$ cat src/rtl/genlock_pkg.sv
package genlock_pkg;

    localparam int REG_W = 32;

    // register addresses
    localparam logic [1:0] A_MODE  = 2'd0;
    localparam logic [1:0] A_DELAY = 2'd1;
    localparam logic [1:0] A_LIMIT = 2'd2;

    // bit positions inside the mode word
    localparam int B_CONT    = 0;
    localparam int B_SINGLE  = 1;
    localparam int B_VFALL   = 2;
    localparam int B_DFALL   = 3;
    localparam int B_TEN     = 4;
    localparam int B_ODD_TO  = 16;
    localparam int B_EVEN_TO = 17;

    // lsb of the even-field limit inside the limit word
    localparam int LIM_EVEN_LSB = 16;

    // sync sources handled by the edge detectors
    localparam int N_SRC    = 2;
    localparam int SRC_VID  = 0;
    localparam int SRC_DISP = 1;

    typedef enum logic {
        EDGE_RISE = 1'b0,
        EDGE_FALL = 1'b1
    } edge_sel_e;

    typedef struct packed {
        logic      tout_en;
        edge_sel_e disp_edge;
        edge_sel_e vid_edge;
        logic      single_en;
        logic      cont_en;
    } mode_t;

    typedef struct packed {
        logic odd;
        logic even;
    } to_flags_t;

    function automatic logic edge_hit(input logic prev, input logic cur, input edge_sel_e sel);
        return (sel == EDGE_FALL) ? (prev & ~cur) : (~prev & cur);
    endfunction

endpackage

$ cat src/rtl/gl_edge_det.sv
module gl_edge_det
    import genlock_pkg::*;
(
    input  logic      clk,
    input  logic      rst,
    input  logic      sig_i,
    input  edge_sel_e sel_i,
    output logic      hit_o
);

    logic prev_q;

    always_ff @(posedge clk) begin
        if (rst) prev_q <= 1'b0;
        else     prev_q <= sig_i;
    end

    assign hit_o = edge_hit(prev_q, sig_i, sel_i);

endmodule

$ cat src/rtl/gl_regs.sv
module gl_regs
    import genlock_pkg::*;
#(
    parameter int DELAY_W = 21,
    parameter int TOUT_W  = 16
) (
    input  logic               clk,
    input  logic               rst,
    input  logic               we_i,
    input  logic [1:0]         waddr_i,
    input  logic [REG_W-1:0]   wdata_i,
    input  logic [1:0]         raddr_i,
    output logic [REG_W-1:0]   rdata_o,
    input  to_flags_t          flags_i,
    output mode_t              mode_o,
    output logic [DELAY_W-1:0] delay_o,
    output logic [TOUT_W-1:0]  lim_odd_o,
    output logic [TOUT_W-1:0]  lim_even_o,
    output to_flags_t          clr_o
);

    mode_t              mode_q;
    logic [DELAY_W-1:0] delay_q;
    logic [TOUT_W-1:0]  lim_odd_q;
    logic [TOUT_W-1:0]  lim_even_q;
    logic               wdata_unused;

    assign wdata_unused = ^wdata_i;

    always_ff @(posedge clk) begin
        if (rst) begin
            mode_q     <= '0;
            delay_q    <= '0;
            lim_odd_q  <= '0;
            lim_even_q <= '0;
        end else if (we_i) begin
            case (waddr_i)
                A_MODE: begin
                    mode_q.cont_en   <= wdata_i[B_CONT];
                    mode_q.single_en <= wdata_i[B_SINGLE];
                    mode_q.vid_edge  <= edge_sel_e'(wdata_i[B_VFALL]);
                    mode_q.disp_edge <= edge_sel_e'(wdata_i[B_DFALL]);
                    mode_q.tout_en   <= wdata_i[B_TEN];
                end
                A_DELAY: delay_q <= wdata_i[DELAY_W-1:0];
                A_LIMIT: begin
                    lim_odd_q  <= wdata_i[TOUT_W-1:0];
                    lim_even_q <= wdata_i[LIM_EVEN_LSB +: TOUT_W];
                end
                default: ;
            endcase
        end
    end

    assign clr_o.odd  = we_i && (waddr_i == A_MODE) && wdata_i[B_ODD_TO];
    assign clr_o.even = we_i && (waddr_i == A_MODE) && wdata_i[B_EVEN_TO];

    always_comb begin
        rdata_o = '0;
        case (raddr_i)
            A_MODE: begin
                rdata_o[B_CONT]    = mode_q.cont_en;
                rdata_o[B_SINGLE]  = mode_q.single_en;
                rdata_o[B_VFALL]   = (mode_q.vid_edge == EDGE_FALL);
                rdata_o[B_DFALL]   = (mode_q.disp_edge == EDGE_FALL);
                rdata_o[B_TEN]     = mode_q.tout_en;
                rdata_o[B_ODD_TO]  = flags_i.odd;
                rdata_o[B_EVEN_TO] = flags_i.even;
            end
            A_DELAY: rdata_o[DELAY_W-1:0] = delay_q;
            A_LIMIT: begin
                rdata_o[TOUT_W-1:0]            = lim_odd_q;
                rdata_o[LIM_EVEN_LSB +: TOUT_W] = lim_even_q;
            end
            default: ;
        endcase
    end

    assign mode_o     = mode_q;
    assign delay_o    = delay_q;
    assign lim_odd_o  = lim_odd_q;
    assign lim_even_o = lim_even_q;

endmodule

$ cat src/rtl/gl_lock_ctrl.sv
module gl_lock_ctrl #(
    parameter int DELAY_W = 21
) (
    input  logic               clk,
    input  logic               rst,
    input  logic               cont_en_i,
    input  logic               single_en_i,
    input  logic               vid_hit_i,
    input  logic               disp_hit_i,
    input  logic [DELAY_W-1:0] delay_i,
    output logic               restart_o
);

    logic               pend_q;
    logic               used_q;
    logic [DELAY_W-1:0] cnt_q;
    logic               lock_on;
    logic               allow;
    logic               arm;
    logic               fire;

    assign lock_on = cont_en_i | single_en_i;
    // single-shot overrides continuous
    assign allow   = single_en_i ? ~used_q : cont_en_i;
    assign arm     = vid_hit_i & allow;
    assign fire    = pend_q & (cnt_q == '0);

    always_ff @(posedge clk) begin
        if (rst) begin
            pend_q    <= 1'b0;
            used_q    <= 1'b0;
            cnt_q     <= '0;
            restart_o <= 1'b0;
        end else begin
            restart_o <= fire & ~disp_hit_i & lock_on;

            if (!single_en_i) used_q <= 1'b0;
            else if (arm)     used_q <= 1'b1;

            if (!lock_on) begin
                pend_q <= 1'b0;
            end else if (arm) begin
                pend_q <= 1'b1;
                cnt_q  <= delay_i;
            end else if (fire) begin
                pend_q <= 1'b0;
            end else if (pend_q) begin
                cnt_q <= cnt_q - 1'b1;
            end
        end
    end


    aligned_skip_chk: assert property (@(posedge clk) disable iff (rst)
        disp_hit_i |=> !restart_o);


    arm_load_chk: assert property (@(posedge clk) disable iff (rst)
        arm |=> (pend_q && cnt_q == $past(delay_i)));


    idle_quiet_chk: assert property (@(posedge clk) disable iff (rst)
        (!cont_en_i && !single_en_i) |=> !restart_o);

endmodule

$ cat src/rtl/gl_timeout_mon.sv
module gl_timeout_mon
    import genlock_pkg::*;
#(
    parameter int TOUT_W = 16
) (
    input  logic              clk,
    input  logic              rst,
    input  logic              tout_en_i,
    input  logic              vid_hit_i,
    input  logic              field_odd_i,
    input  logic [TOUT_W-1:0] lim_odd_i,
    input  logic [TOUT_W-1:0] lim_even_i,
    input  to_flags_t         clr_i,
    output to_flags_t         flags_o
);

    logic              run_q;
    logic [TOUT_W-1:0] tcnt_q;
    logic [TOUT_W-1:0] lim_sel;
    logic              expire;

    assign lim_sel = field_odd_i ? lim_odd_i : lim_even_i;
    assign expire  = tout_en_i & run_q & ~vid_hit_i & (tcnt_q == lim_sel);

    always_ff @(posedge clk) begin
        if (rst) begin
            run_q  <= 1'b0;
            tcnt_q <= '0;
        end else if (!tout_en_i) begin
            run_q <= 1'b0;
        end else if (vid_hit_i) begin
            run_q  <= 1'b1;
            tcnt_q <= '0;
        end else if (expire) begin
            run_q <= 1'b0;
        end else if (run_q) begin
            tcnt_q <= tcnt_q + 1'b1;
        end
    end

    always_ff @(posedge clk) begin
        if (rst) begin
            flags_o <= '0;
        end else begin
            flags_o.odd  <= (flags_o.odd  & ~clr_i.odd)  | (expire &  field_odd_i);
            flags_o.even <= (flags_o.even & ~clr_i.even) | (expire & ~field_odd_i);
        end
    end


    gate_off_chk: assert property (@(posedge clk) disable iff (rst)
        !tout_en_i |=> (!$rose(flags_o.odd) && !$rose(flags_o.even)));


    odd_sticky_chk: assert property (@(posedge clk) disable iff (rst)
        (flags_o.odd && !clr_i.odd) |=> flags_o.odd);


    odd_clear_chk: assert property (@(posedge clk) disable iff (rst)
        (clr_i.odd && !(expire && field_odd_i)) |=> !flags_o.odd);


    even_clear_chk: assert property (@(posedge clk) disable iff (rst)
        (clr_i.even && !(expire && !field_odd_i)) |=> !flags_o.even);

endmodule

$ cat src/rtl/vsync_genlock.sv
module vsync_genlock
    import genlock_pkg::*;
#(
    parameter int DELAY_W = 21,
    parameter int TOUT_W  = 16
) (
    input  logic             clk,
    input  logic             rst,
    input  logic             vid_vsync_i,
    input  logic             disp_vsync_i,
    input  logic             field_odd_i,
    input  logic             cfg_we_i,
    input  logic [1:0]       cfg_waddr_i,
    input  logic [REG_W-1:0] cfg_wdata_i,
    input  logic [1:0]       cfg_raddr_i,
    output logic [REG_W-1:0] cfg_rdata_o,
    output logic             restart_o,
    output logic             odd_timeout_o,
    output logic             even_timeout_o
);

    mode_t              mode;
    logic [DELAY_W-1:0] delay;
    logic [TOUT_W-1:0]  lim_odd;
    logic [TOUT_W-1:0]  lim_even;
    to_flags_t          flags;
    to_flags_t          clr;

    logic [N_SRC-1:0]   src_sig;
    logic [N_SRC-1:0]   src_hit;
    edge_sel_e          src_sel [N_SRC];

    assign src_sig[SRC_VID]  = vid_vsync_i;
    assign src_sig[SRC_DISP] = disp_vsync_i;
    assign src_sel[SRC_VID]  = mode.vid_edge;
    assign src_sel[SRC_DISP] = mode.disp_edge;

    for (genvar g = 0; g < N_SRC; g++) begin : g_edge
        gl_edge_det u_det (
            .clk   (clk),
            .rst   (rst),
            .sig_i (src_sig[g]),
            .sel_i (src_sel[g]),
            .hit_o (src_hit[g])
        );
    end

    gl_regs #(.DELAY_W(DELAY_W), .TOUT_W(TOUT_W)) u_regs (
        .clk        (clk),
        .rst        (rst),
        .we_i       (cfg_we_i),
        .waddr_i    (cfg_waddr_i),
        .wdata_i    (cfg_wdata_i),
        .raddr_i    (cfg_raddr_i),
        .rdata_o    (cfg_rdata_o),
        .flags_i    (flags),
        .mode_o     (mode),
        .delay_o    (delay),
        .lim_odd_o  (lim_odd),
        .lim_even_o (lim_even),
        .clr_o      (clr)
    );

    gl_lock_ctrl #(.DELAY_W(DELAY_W)) u_lock (
        .clk         (clk),
        .rst         (rst),
        .cont_en_i   (mode.cont_en),
        .single_en_i (mode.single_en),
        .vid_hit_i   (src_hit[SRC_VID]),
        .disp_hit_i  (src_hit[SRC_DISP]),
        .delay_i     (delay),
        .restart_o   (restart_o)
    );

    gl_timeout_mon #(.TOUT_W(TOUT_W)) u_tmon (
        .clk         (clk),
        .rst         (rst),
        .tout_en_i   (mode.tout_en),
        .vid_hit_i   (src_hit[SRC_VID]),
        .field_odd_i (field_odd_i),
        .lim_odd_i   (lim_odd),
        .lim_even_i  (lim_even),
        .clr_i       (clr),
        .flags_o     (flags)
    );

    assign odd_timeout_o  = flags.odd;
    assign even_timeout_o = flags.even;

endmodule

$ cat config.mk
export PLATFORM = sky130hd
export DESIGN_NAME = vsync_genlock
export DESIGN_NICKNAME = d
export VERILOG_FILES = /design/src/rtl/genlock_pkg.sv /design/src/rtl/gl_edge_det.sv /design/src/rtl/gl_regs.sv /design/src/rtl/gl_lock_ctrl.sv /design/src/rtl/gl_timeout_mon.sv /design/src/rtl/vsync_genlock.sv
export SDC_FILE = /design/constraint.sdc
export NUM_CORES = 1
export LEC_CHECK = 0
export ABC_CLOCK_PERIOD_IN_PS = 2430
export BUFFER_PORTS_ARGS = -buffer_cell sky130_fd_sc_hd__buf_2
export CAP_MARGIN = 20
export CELL_PAD_IN_SITES_DETAIL_PLACEMENT = 2
export CELL_PAD_IN_SITES_GLOBAL_PLACEMENT = 2
export CORE_MARGIN = 3
export CORE_UTILIZATION = 25
export CTS_BUF_LIST = sky130_fd_sc_hd__clkbuf_8
export CTS_CLUSTER_SIZE = 30
export DETAILED_ROUTE_END_ITERATION = 10
export PLACE_DENSITY_LB_ADDON = 0.1
export SYNTH_ARGS = -nofsm -noshare
export SYNTH_HDL_FRONTEND = slang
export SYNTH_SLANG_ARGS = --single-unit
$ cat constraint.sdc
create_clock -name clk -period 2.43 [get_ports clk]
set_clock_uncertainty 0.2 [all_clocks]
set_input_delay 0.243 -clock clk [delete_from_list [all_inputs] [get_ports clk]]
set_output_delay 0.243 -clock clk [all_outputs]
set_load 0.005 [all_outputs]
==> results by group, run 1 <==
Placed design
  – Port bufs: 76
  – DP Wirelength: 15,700 um
  – Placer Congestion: approximately 0.83
  – DP Area: roughly 6000 sq um

Routing
  – Drt wl/cell: between 20 and 25 um
  – Initial DRC Count: 298
  – Via count of the routed design: 5,295
  – Final ANT Viol Nets: 0
  – Number of remaining DRC errors: 0
  – Drt first pass iters: 6
  – Post-Route WL: 21,300 um
  – Vias per cell: approximately 5.1

Finish
  – Diode count: 0
  – Leading cell type in the layout, fill and taps excluded: nand2_1
  – Final Instance Area: around 6700 sq um
  – Commonest cells after routing, fill and taps aside: nand2_1 (137), dfxtp_1 (101), buf_2 (75)
  – Post-synthesis to final-layout area growth: 26.6%
  – Share of cells above drive strength 1: 19.6%
  – Nets: 815

Clocking
  – CTS Root Cell: clkbuf_8
  – Worst-case clock buffer depth: 2
  – TritonCTS Buffers: 9
  – Total clock sinks: slightly above 100
  – Clock Pin Slew Worst Setup and Hold Paths: ~0.11 ns
  – CTS tree: yes
  – CTS H-Tree Depth: 3
  – Worst skew pair latency: 0.39 ns

STA
  – Max-slew violation count: 0
  – Crit share post-route: 96.6%
  – Final setup fails: 0
  – Hold WS: 0.0251 ns
  – Max Freq: 426 MHz
  – Tmin final: 2.35 ns
  – Tightest Pin Transition: 0.585 ns
  – Rel. slew slack: 61.0%
  – RSZ-0062 raised after global routing: true
  – Fin. Hold Viols: 0

Logic synthesis
  – Top_reg_cell synth: dfxtp_1
  – Async S/R FF share, synth: 0%
  – Mapped Cells: between 600 and 700
  – Synth warnings: 0
  – Post-Syn Area: 5270 sq um
  – Syn Area/Cell: slightly above 8 sq um
  – FF+latch count, synth: 103
  – Register area share after synthesis: 39.1%
  – Post-synth EDFFs: 0
  – Netlist cell types: 57
  – Syn_nets: 700

GRT
  – Gr usage total: 19.3%
  – Antenna violations before repair: 0
  – First-pass GRT wire length: 33,500 um
  – Largest net degree at the start of global routing: 38
  – Vias in the first global route: 5,647
  – Total congestion overflow: 0

Critical path
  – CP max stage cell: or4_4
  – Crit start category: flop
  – Arr. time, crit path: 2.44 ns
  – Reg2reg end: u_lock.cnt_q[11]
  – CP Max Fanout: 5
  – WP buf/inv: 0
  – Crit path cell chain: or4_4 > nor4_4 > nand2_2 > and3_4 > and4bb_1 > xnor2_1 > o31ai_1
  – Max incr delay on CP: roughly 0.56 ns
  – Crit path kind: reg2reg
  – Critical R2R Launch: u_lock.cnt_q[16]
  – Cell depth of the worst flop-to-flop path: 7
  – CP endpoint kind: flop
  – R2R Setup Slk: 0.08 ns
  – Delay-heaviest family, CP: simple AND/OR/NAND/NOR gates
  – Worst endpoint required time: 2.53 ns

Run status
  – Outcome: completed

Hold path
  – HP Class: in2reg
  – Min-delay src: rst
  – Hold path endpoint: u_tmon.tcnt_q[12]
  – Min-Delay Path Depth: 2

Floorplan
  – Die area: approximately 23,000 sq um
  – Row count: 52
  – Die Span Y: between 150 and 200 um
  – Num ports: 77
  – Core Region: 20,500 sq um
  – Initial Utilization: 25.7%
  – Die width: 151 um

Power
  – P_leak: 2.56 nW
  – Design Power: roughly 3.3 mW
  – Max VDD drop: around 220 uV
  – Total power per unit cell area: 493 nW/um^2

Run
  – Max cap viols: 0
-- worst reg2reg max path, cell delays in order, from the launching register on --
cell,delay (ns)
dfxtp_2,0.36
or4_4,0.56
nor4_4,0.28
nand2_2,0.10
and3_4,0.20
and4bb_1,0.20
xnor2_1,0.13
o31ai_1,0.23
-- cells by family (layout without fill, tap and decap cells) --
logic type                 after synthesis  after routing  synth area share [%]
buffers and inverters                   57            177                  4.53
xor gates and xnor gates                33             33                  5.48
muxes                                   23             23                  4.37
DFF                                    103            103                  39.1
AOI/OAI and AO/OA                      147            147                  18.9
adders and majority gates                7              7                  1.66
and+or+nand+nor                        281            281                  25.9
-- synthesized netlist by cell type (4+ instances only) --
cell type | count | share of area, %
nor2_1 | 45 | 3.2
a222oi_1 | 7 | 1.3
xor2_1 | 10 | 1.7
inv_1 | 16 | 1.1
nand2_1 | 137 | 9.8
and3_1 | 9 | 1.1
nand3b_1 | 5 | 0.71
and2_1 | 13 | 1.5
o21ai_0 | 16 | 1.5
a22oi_1 | 14 | 2.0
a21oi_1 | 58 | 5.5
a31o_2 | 4 | 0.66
ha_1 | 7 | 1.7
o31ai_1 | 5 | 0.71
dfxtp_1 | 103 | 39
a211oi_1 | 16 | 2.3
buf_1 | 5 | 0.36
nand3_1 | 10 | 0.95
nor2b_1 | 17 | 2.0
clkbuf_1 | 31 | 2.2
nor3_1 | 8 | 0.76
mux2i_1 | 23 | 4.4
nor4_1 | 11 | 1.3
xnor2_1 | 23 | 3.8
-- through the flow --
step / cells / util [%] / setup TNS [ns] / setup WS, ns
after floorplan: 651 / - / 0 / 0.190
after CTS: 1040 / 32.3 / 0 / 0.0124
after global placement: 990 / 29.8 / 0 / 0.0286
after detailed placement: 990 / 29.8 / -0.715 / -0.104
final: 1041 / 32.6 / 0 / 0.0815
after global routing: 1041 / 32.6 / -0.145 / -0.0613
-- registers in the layout, summed over array words and instances, names as in the netlist --
signal	count
u_lock.cnt_q	21
u_regs.delay_o	21
u_regs.lim_even_o	16
u_regs.lim_odd_o	16
u_tmon.tcnt_q	16
u_regs.mode_o	5
g_edge.u_det.prev_q	2
u_tmon.flags_o	2
u_lock.pend_q	1
u_lock.restart_o	1
u_lock.used_q	1
u_tmon.run_q	1
-- worst max-delay path by stage --
| stage | cells past startpoint | end | startpoint |
|---|---|---|---|
| after floorplan | 7 | u_lock.cnt_q[11] | u_lock.cnt_q[15] |
| after global placement | 10 | u_tmon.tcnt_q[11] | field_odd_i |
| after detailed placement | 9 | u_tmon.tcnt_q[11] | field_odd_i |
| after CTS | 10 | u_tmon.tcnt_q[11] | vid_vsync_i |
| after global routing | 7 | u_lock.cnt_q[11] | u_lock.cnt_q[16] |
| final | 7 | u_lock.cnt_q[11] | u_lock.cnt_q[16] |
-- power by group --
group	total (mW)	switching, mW	internal, mW
clock	1.03	0.660	0.373
combinational	0.476	0.270	0.206
sequential	1.78	0.0481	1.73
-- per-layer routing --
metal  global-route usage, %  vias to the layer above  wire length (um)
li1                        -                     2516                 -
met1                    26.9                     2666             10300
met2                    31.8                       96             10100
met3                    2.21                       17               677
met4                    4.85                        0               256
met5                       0                        -                 0
-- what timing repair did --
action	in CTS	in global routing
resized for setup	0	9
endpoints found under the hold margin	61	0
hold buffers	34	0
setup endpoints to repair	1	26
pin swaps	1	4
buffers inserted	0	1
-- area by class of cell --
cell class | instances | area (sq um)
fillers | 2379 | 13800
multi-input cells | 491 | 3020
flip-flops and latches | 103 | 2060
repair buffers | 145 | 1020
well taps | 270 | 338
clock buffers | 9 | 124
inverters | 16 | 60.1
clock inverters | 7 | 48.8
No activity file was read; power rests on OpenSTA's default activity.
==> run 2: changes to the inputs <==
Settings changed: ABC_AREA set to 1, ABC_CLOCK_PERIOD_IN_PS 2430 to 2530, SKIP_LAST_GASP set to 1.
Clock period 2.43 ns to 2.53 ns, I/O delays scaled along.
==> results by group, run 2 <==
Critical path
  – Cell depth of the worst flop-to-flop path: 8 (+1)
  – Crit start category: primary input
  – Worst endpoint required time: 2.64 ns (+0.11 ns)
  – Max incr delay on CP: 0.52 ns (-0.04 ns)
  – Crit path kind: in2reg
  – CP max stage cell: dlygate4sd3_1
  – Crit path cell chain: dlygate4sd3_1 > buf_2 > inv_1 > nand2_1 > nand2_1 > nand2_1 > buf_4 > nand2_1 > nor2_1 > nand2_1 > nor2_4 > nand3_4 > nand2_2 > inv_2 > nor2_1 > nor2_1
  – CP Max Fanout: 10 (+5)
  – Arr. time, crit path: 2.26 ns (-0.18 ns)
  – Crit-path most repeated cell: nand2_1
  – CP endpoint kind: flop

Logic synthesis
  – Netlist cell types: 33 (-42%)
  – Register area share after synthesis: 36.1% (-3.0 points)
  – Syn_nets: 978 (+40%)
  – Synth area leaders: dfxtp_1 (36%), nand2_1 (17%), nor2_1 (11%)
  – Area leader, netlist: dfxtp_1
  – Top-count cell post-synth: nand2_1
  – Mapped Cells: 929 (+43%)
  – Async S/R FF share, synth: 0% (unchanged)
  – Post-synth top cells: nand2_1 (257), nor2_1 (170), dfxtp_1 (103)
  – Syn Area/Cell: 6.15 sq um (-24%)
  – Top_reg_cell synth: dfxtp_1
  – Yosys top cell area share: 36.1% (-3.0 points)
  – FF+latch count, synth: 103 (unchanged)
  – Post-Syn Area: 5710 sq um (+8.4%)
  – Synth warnings: 0 (unchanged)
  – Post-synth EDFFs: 0 (unchanged)

Power
  – P_leak: 3.31 nW (+29%)
  – Max VDD drop: 226 uV (+4.3%)
  – Total power per unit cell area: 534 nW/um^2 (+8.3%)

Finish
  – Diode count: 0 (unchanged)
  – Final non-filler cell total: 1,321 (+27%)
  – Post-synthesis to final-layout area growth: 23.3%
  – Share of cells above drive strength 1: 12.1% (-7.5 points)
  – Nets: 1,085 (+33%)
  – Leading cell type in the layout, fill and taps excluded: nand2_1
  – Commonest cells after routing, fill and taps aside: nand2_1 (257), nor2_1 (170), dfxtp_1 (103)

Run status
  – Outcome: completed

Run
  – Max cap viols: 0 (unchanged)

Floorplan
  – Core Region: 22,200 sq um (+8.1%)
  – Die Span Y: 157 um (+4.0%)
  – Die width: 157 um (+4.0%)
  – Row count: 54 (+3.8%)
  – Num ports: 77 (unchanged)
  – Die area: 24,700 sq um (+8.1%)
  – Initial Utilization: 25.8% (+0.064 points)

STA
  – RSZ-0062 raised after global routing: false
  – Crit share post-route: 85.2%
  – Final setup TNS: 0 ns (unchanged)
  – Max-slew violation count: 0 (unchanged)
  – Tightest Pin Transition: 0.883 ns (+0.298 ns)
  – Final setup fails: 0 (unchanged)
  – Max Freq: 464 MHz
  – Tmin final: 2.15 ns
  – Rel. slew slack: 41.1% (-20 points)
  – Fin. Hold Viols: 0 (unchanged)

GRT
  – First-pass GRT wire length: 37,700 um (+13%)
  – Gr usage total: 19.6% (+0.33 points)
  – Vias in the first global route: 6,799 (+20%)
  – Antenna violations before repair: 0 (unchanged)
  – Total congestion overflow: 0 (unchanged)
  – Largest net degree at the start of global routing: 41 (+7.9%)

Clocking
  – Post-cts sizing count: 0 (unchanged)
  – Post-CTS setup buffer count: 0 (unchanged)
  – CTS tree: yes
  – Worst-case clock buffer depth: 2 (unchanged)
  – Total clock sinks: 103 (unchanged)
  – CTS H-Tree Depth: 3 (unchanged)
  – Worst skew pair latency: 0.40 ns (about the same)
  – CTS Hold Buffers Added: 34 (unchanged)
  – CTS Root Cell: clkbuf_8
  – TritonCTS Buffers: 9 (unchanged)
  – Clock Pin Slew Worst Setup and Hold Paths: 0.11 ns (about the same)

Placed design
  – DP Wirelength: 17,800 um (+14%)
  – Port bufs: 76 (unchanged)
  – Placed Cells: 1,271 (+28%)
  – Placer Congestion: 0.787 (-5.6%)

Hold path
  – HP Class: in2reg
  – Min-Delay Path Depth: 4 (+2)

Routing
  – Vias per cell: 4.76 (-6.5%)
  – Initial DRC Count: 214 (-28%)
  – Post-Route WL: 23,300 um (+9.3%)
  – Drt first pass iters: 4 (-2)
  – Final ANT Viol Nets: 0 (unchanged)
  – Drt wl/cell: 17.6 um (-14%)
  – Number of remaining DRC errors: 0 (unchanged)
  – Via count of the routed design: 6,282 (+19%)
[run 2: cell types whose count changed after synthesis, moves of 16 or more]
cell	previous run	this run
nand2_1	137	257
nand3_1	10	69
xnor2_1	23	4
o21ai_0	16	82
nor2b_1	17	0
mux2i_1	23	0
a211oi_1	16	0
inv_1	16	85
nor2_1	45	170
[run 2: worst paths after layout]
check	from	end	slack [ns]
setup / recovery	vid_vsync_i	u_tmon.tcnt_q[15]	0.38
hold / removal	rst	u_regs.mode_o[1]	0.13
setup reg to reg	u_lock.cnt_q[0]	u_lock.cnt_q[8]	0.48
hold reg to reg	u_regs.delay_o[5]	u_regs.delay_o[5]	0.29
[run 2: cell families after synthesis]
family          share of synthesized area, %
flops                                   36.1
compound gates                          14.6
fa+ha+maj                               1.53
simple gates                            37.3
xor+xnor                                1.84
buf+inv                                 8.61
[run 2: final cells by class]
| type | count | area (sq um) |
|---|---|---|
| Clock inverter | 6 | 61.3 |
| Fill cell | 2767 | 15100 |
| Clock buffer | 10 | 138 |
| Timing Repair Buffer | 133 | 943 |
| Sequential cell | 103 | 2060 |
| Inverter | 88 | 330 |
| Tap cell | 280 | 350 |
| Multi-Input combinational cell | 701 | 3160 |
[run 2: worst max-delay path, delay by kind of cell]
family	cells	cell delay (ns)
buf+inv	5	1.00
simple gates	11	1.01
[run 2: stage by stage]
| stage | setup slack (ns) | instance area (sq um) | power [mW] | utilization (%) | hold WS [ns] |
|---|---|---|---|---|---|
| 3_3_place_gp | 0.340 | 6510 | 2.62 | 29.4 | 0.264 |
| 4_1_cts | 0.337 | 7050 | 3.83 | 31.8 | 0.134 |
| 2_1_floorplan | 0.698 | 5710 | 2.31 | - | 0.178 |
| 6_report | 0.375 | 7050 | 3.76 | 31.8 | 0.130 |
| 5_1_grt | 0.113 | 7050 | 4.02 | 31.8 | 0.154 |
| 3_5_place_dp | 0.239 | 6510 | 2.63 | 29.4 | 0.274 |
[run 2: layer usage]
layer	up-vias	track usage, %	wire length (um)
met1	3043	25.3	11000
met4	0	4.83	338
met3	17	2.36	325
met2	41	34.9	11600
met5	-	0	0
li1	3181	-	-
[run 2: power by group]
part           switching [mW]  internal (mW)
clock network           0.658          0.483
registers              0.0764           1.70
logic                   0.530          0.317
==> run 3: changes to the inputs <==
Settings changed: ABC_AREA 1 to unset.
==> results by group, run 3 (same netlist as run 1, synthesis figures left out) <==
Finish
  – Share of cells above drive strength 1: 18.1% (+6.0 points)
  – Finished Core Util: 32.1% (+0.28 points)
  – Nets: 803 (-26%)
  – Commonest cells after routing, fill and taps aside: nand2_1 (136), dfxtp_1 (101), buf_2 (75)
  – FILL cells: 2,361 (-15%)
  – Leading cell type in the layout, fill and taps excluded: nand2_1
  – Post-synthesis to final-layout area growth: 24.7%
  – Diode count: 0 (unchanged)

STA
  – RSZ-0062 raised after global routing: true
  – Final setup fails: 0 (unchanged)
  – Rel. slew slack: 61.6% (+20 points)
  – Tmin final: 2.46 ns (+0.307 ns)
  – Fin. Hold Viols: 0 (unchanged)
  – Tightest Pin Transition: 0.577 ns (-0.306 ns)
  – Final setup TNS: 0 ns (unchanged)
  – Crit share post-route: 97.3% (+12 points)
  – Max Freq: 406 MHz (-12%)
  – Hold WS: 0.0681 ns (-0.0620 ns)
  – Max-slew violation count: 0 (unchanged)

Hold path
  – HP Class: in2reg
  – Hold path endpoint: u_regs.lim_even_o[15]
  – Min-Delay Path Depth: 2 (-2)
  – Min-delay src: rst

Clocking
  – Worst-case clock buffer depth: 2 (unchanged)
  – CTS tree: yes
  – CTS Root Cell: clkbuf_8
  – Worst skew pair latency: 0.38 ns (-0.02 ns)
  – Total clock sinks: 103 (unchanged)
  – Clock Pin Slew Worst Setup and Hold Paths: 0.10 ns (about the same)
  – TritonCTS Buffers: 9 (unchanged)
  – CTS H-Tree Depth: 3 (unchanged)

Critical path
  – Crit path kind: reg2reg
  – Worst endpoint required time: 2.62 ns (-0.02 ns)
  – R2R Setup Slk: 0.07 ns (-0.41 ns)
  – CP endpoint kind: flop
  – Arr. time, crit path: 2.55 ns (+0.29 ns)
  – Reg2reg end: u_lock.cnt_q[17]
  – CP Max Fanout: 5 (-5)
  – Cell depth of the worst flop-to-flop path: 7 (-1)
  – Crit start category: flop
  – Critical R2R Launch: u_lock.cnt_q[15]

Power
  – P_leak: 2.51 nW (-24%)
  – Max VDD drop: 271 uV (+20%)
  – Total power per unit cell area: 490 nW/um^2 (-8.3%)
  – Design Power: 3.22 mW (-14%)

Routing
  – Via count of the routed design: 5,230 (-17%)
  – Post-Route WL: 21,200 um (-9.1%)
  – Initial DRC Count: 347 (+62%)
  – Number of remaining DRC errors: 0 (unchanged)
  – Drt wl/cell: 20.6 um (+17%)
  – Vias per cell: 5.09 (+7.0%)
  – Drt first pass iters: 7 (+3)
  – Final ANT Viol Nets: 0 (unchanged)

Floorplan
  – Core Region: 20,500 sq um (-7.5%)
  – Num ports: 77 (unchanged)
  – Die Span Y: 151 um (-3.8%)
  – Die area: 22,900 sq um (-7.5%)
  – Initial Utilization: 25.7% (-0.064 points)
  – Die width: 151 um (-3.8%)
  – Row count: 52 (-3.7%)

GRT
  – Vias in the first global route: 5,628 (-17%)
  – Largest net degree at the start of global routing: 38 (-7.3%)
  – Antenna violations before repair: 0 (unchanged)
  – Total congestion overflow: 0 (unchanged)
  – First-pass GRT wire length: 33,200 um (-12%)
  – Gr usage total: 19.0% (-0.64 points)

Run status
  – Outcome: completed

Placed design
  – Port bufs: 76 (unchanged)
  – DP Wirelength: 15,200 um (-14%)
  – Placer Congestion: 0.773 (-1.8%)

Run
  – Max cap viols: 0 (unchanged)
## run 3: cell count changes in the layout (fill, tap and decap cells not counted), moves of 9 or more
cell / previous run / this run
a211oi_1: 0 / 16
a22oi_1: 0 / 14
and2_1: 1 / 13
inv_1: 85 / 18
mux2i_1: 0 / 23
nand2_1: 257 / 136
nand3_1: 69 / 10
nor2_1: 170 / 45
nor2b_1: 0 / 17
nor4_1: 1 / 10
o211ai_1: 11 / 0
o21ai_0: 82 / 16
xnor2_1: 4 / 23
## run 3: worst max-delay path, stage by stage, from the launching register on
cell and delay [ns]:
dfxtp_2 0.36, or4_4 0.58, nor4_4 0.40, buf_4 0.18, nand4b_1 0.21, nor3_1 0.10, xnor2_1 0.13, a211oi_1 0.22
## run 3: final cells by class
cell class	count	area [sq um]	share of cell area (%)
Timing Repair Buffer	132	913	13.9
Tap cell	270	338	5.14
Inverter	16	60.1	0.914
Sequential cell	103	2060	31.4
Clock inverter	6	55.1	0.838
Multi-Input combinational cell	492	3020	45.9
Clock buffer	9	124	1.88
## run 3: worst max-delay path by stage
stage,depth (start not counted),slack (ns),from,endpoint
final,7,0.07,u_lock.cnt_q[15],u_lock.cnt_q[17]
after global routing,7,-0.05,u_regs.lim_odd_o[1],u_tmon.tcnt_q[11]
after CTS,7,-0.02,u_lock.cnt_q[2],u_lock.cnt_q[10]
after detailed placement,9,-0.07,field_odd_i,u_tmon.tcnt_q[7]
after global placement,9,0.06,field_odd_i,u_tmon.tcnt_q[8]
after floorplan,7,0.29,u_lock.cnt_q[15],u_lock.cnt_q[11]
## run 3: repair_timing
item	in CTS	in global routing
hold buffers	34	0
pin swaps	1	2
gates resized for setup	0	10
cloned	0	1
endpoints found under the setup margin	2	23
hold endpoints to repair	60	0
buffers inserted	0	2
## run 3: metrics by stage
stage          cells  setup slack (ns)  instance area, sq um
2_1_floorplan    651             0.290                  5270
3_3_place_gp     976            0.0557                  5990
3_5_place_dp     976           -0.0693                  5990
4_1_cts         1025           -0.0164                  6510
5_1_grt         1028           -0.0541                  6570
6_report        1028            0.0686                  6570
## run 3: power by group
group | internal [mW] | switching [mW] | leakage (nW) | total (mW)
Combinational | 0.197 | 0.261 | 1.58 | 0.457
Clock | 0.444 | 0.604 | 0.0975 | 1.05
Sequential | 1.66 | 0.0487 | 0.836 | 1.71
## run 3: routing by layer
layer	GRT usage (%)	part of all wire, %	up-vias
met5	0	0	-
met2	30.7	47	95
met1	27.2	49	2642
li1	-	-	2477
met4	4.35	1.1	0
met3	2.03	2.9	16
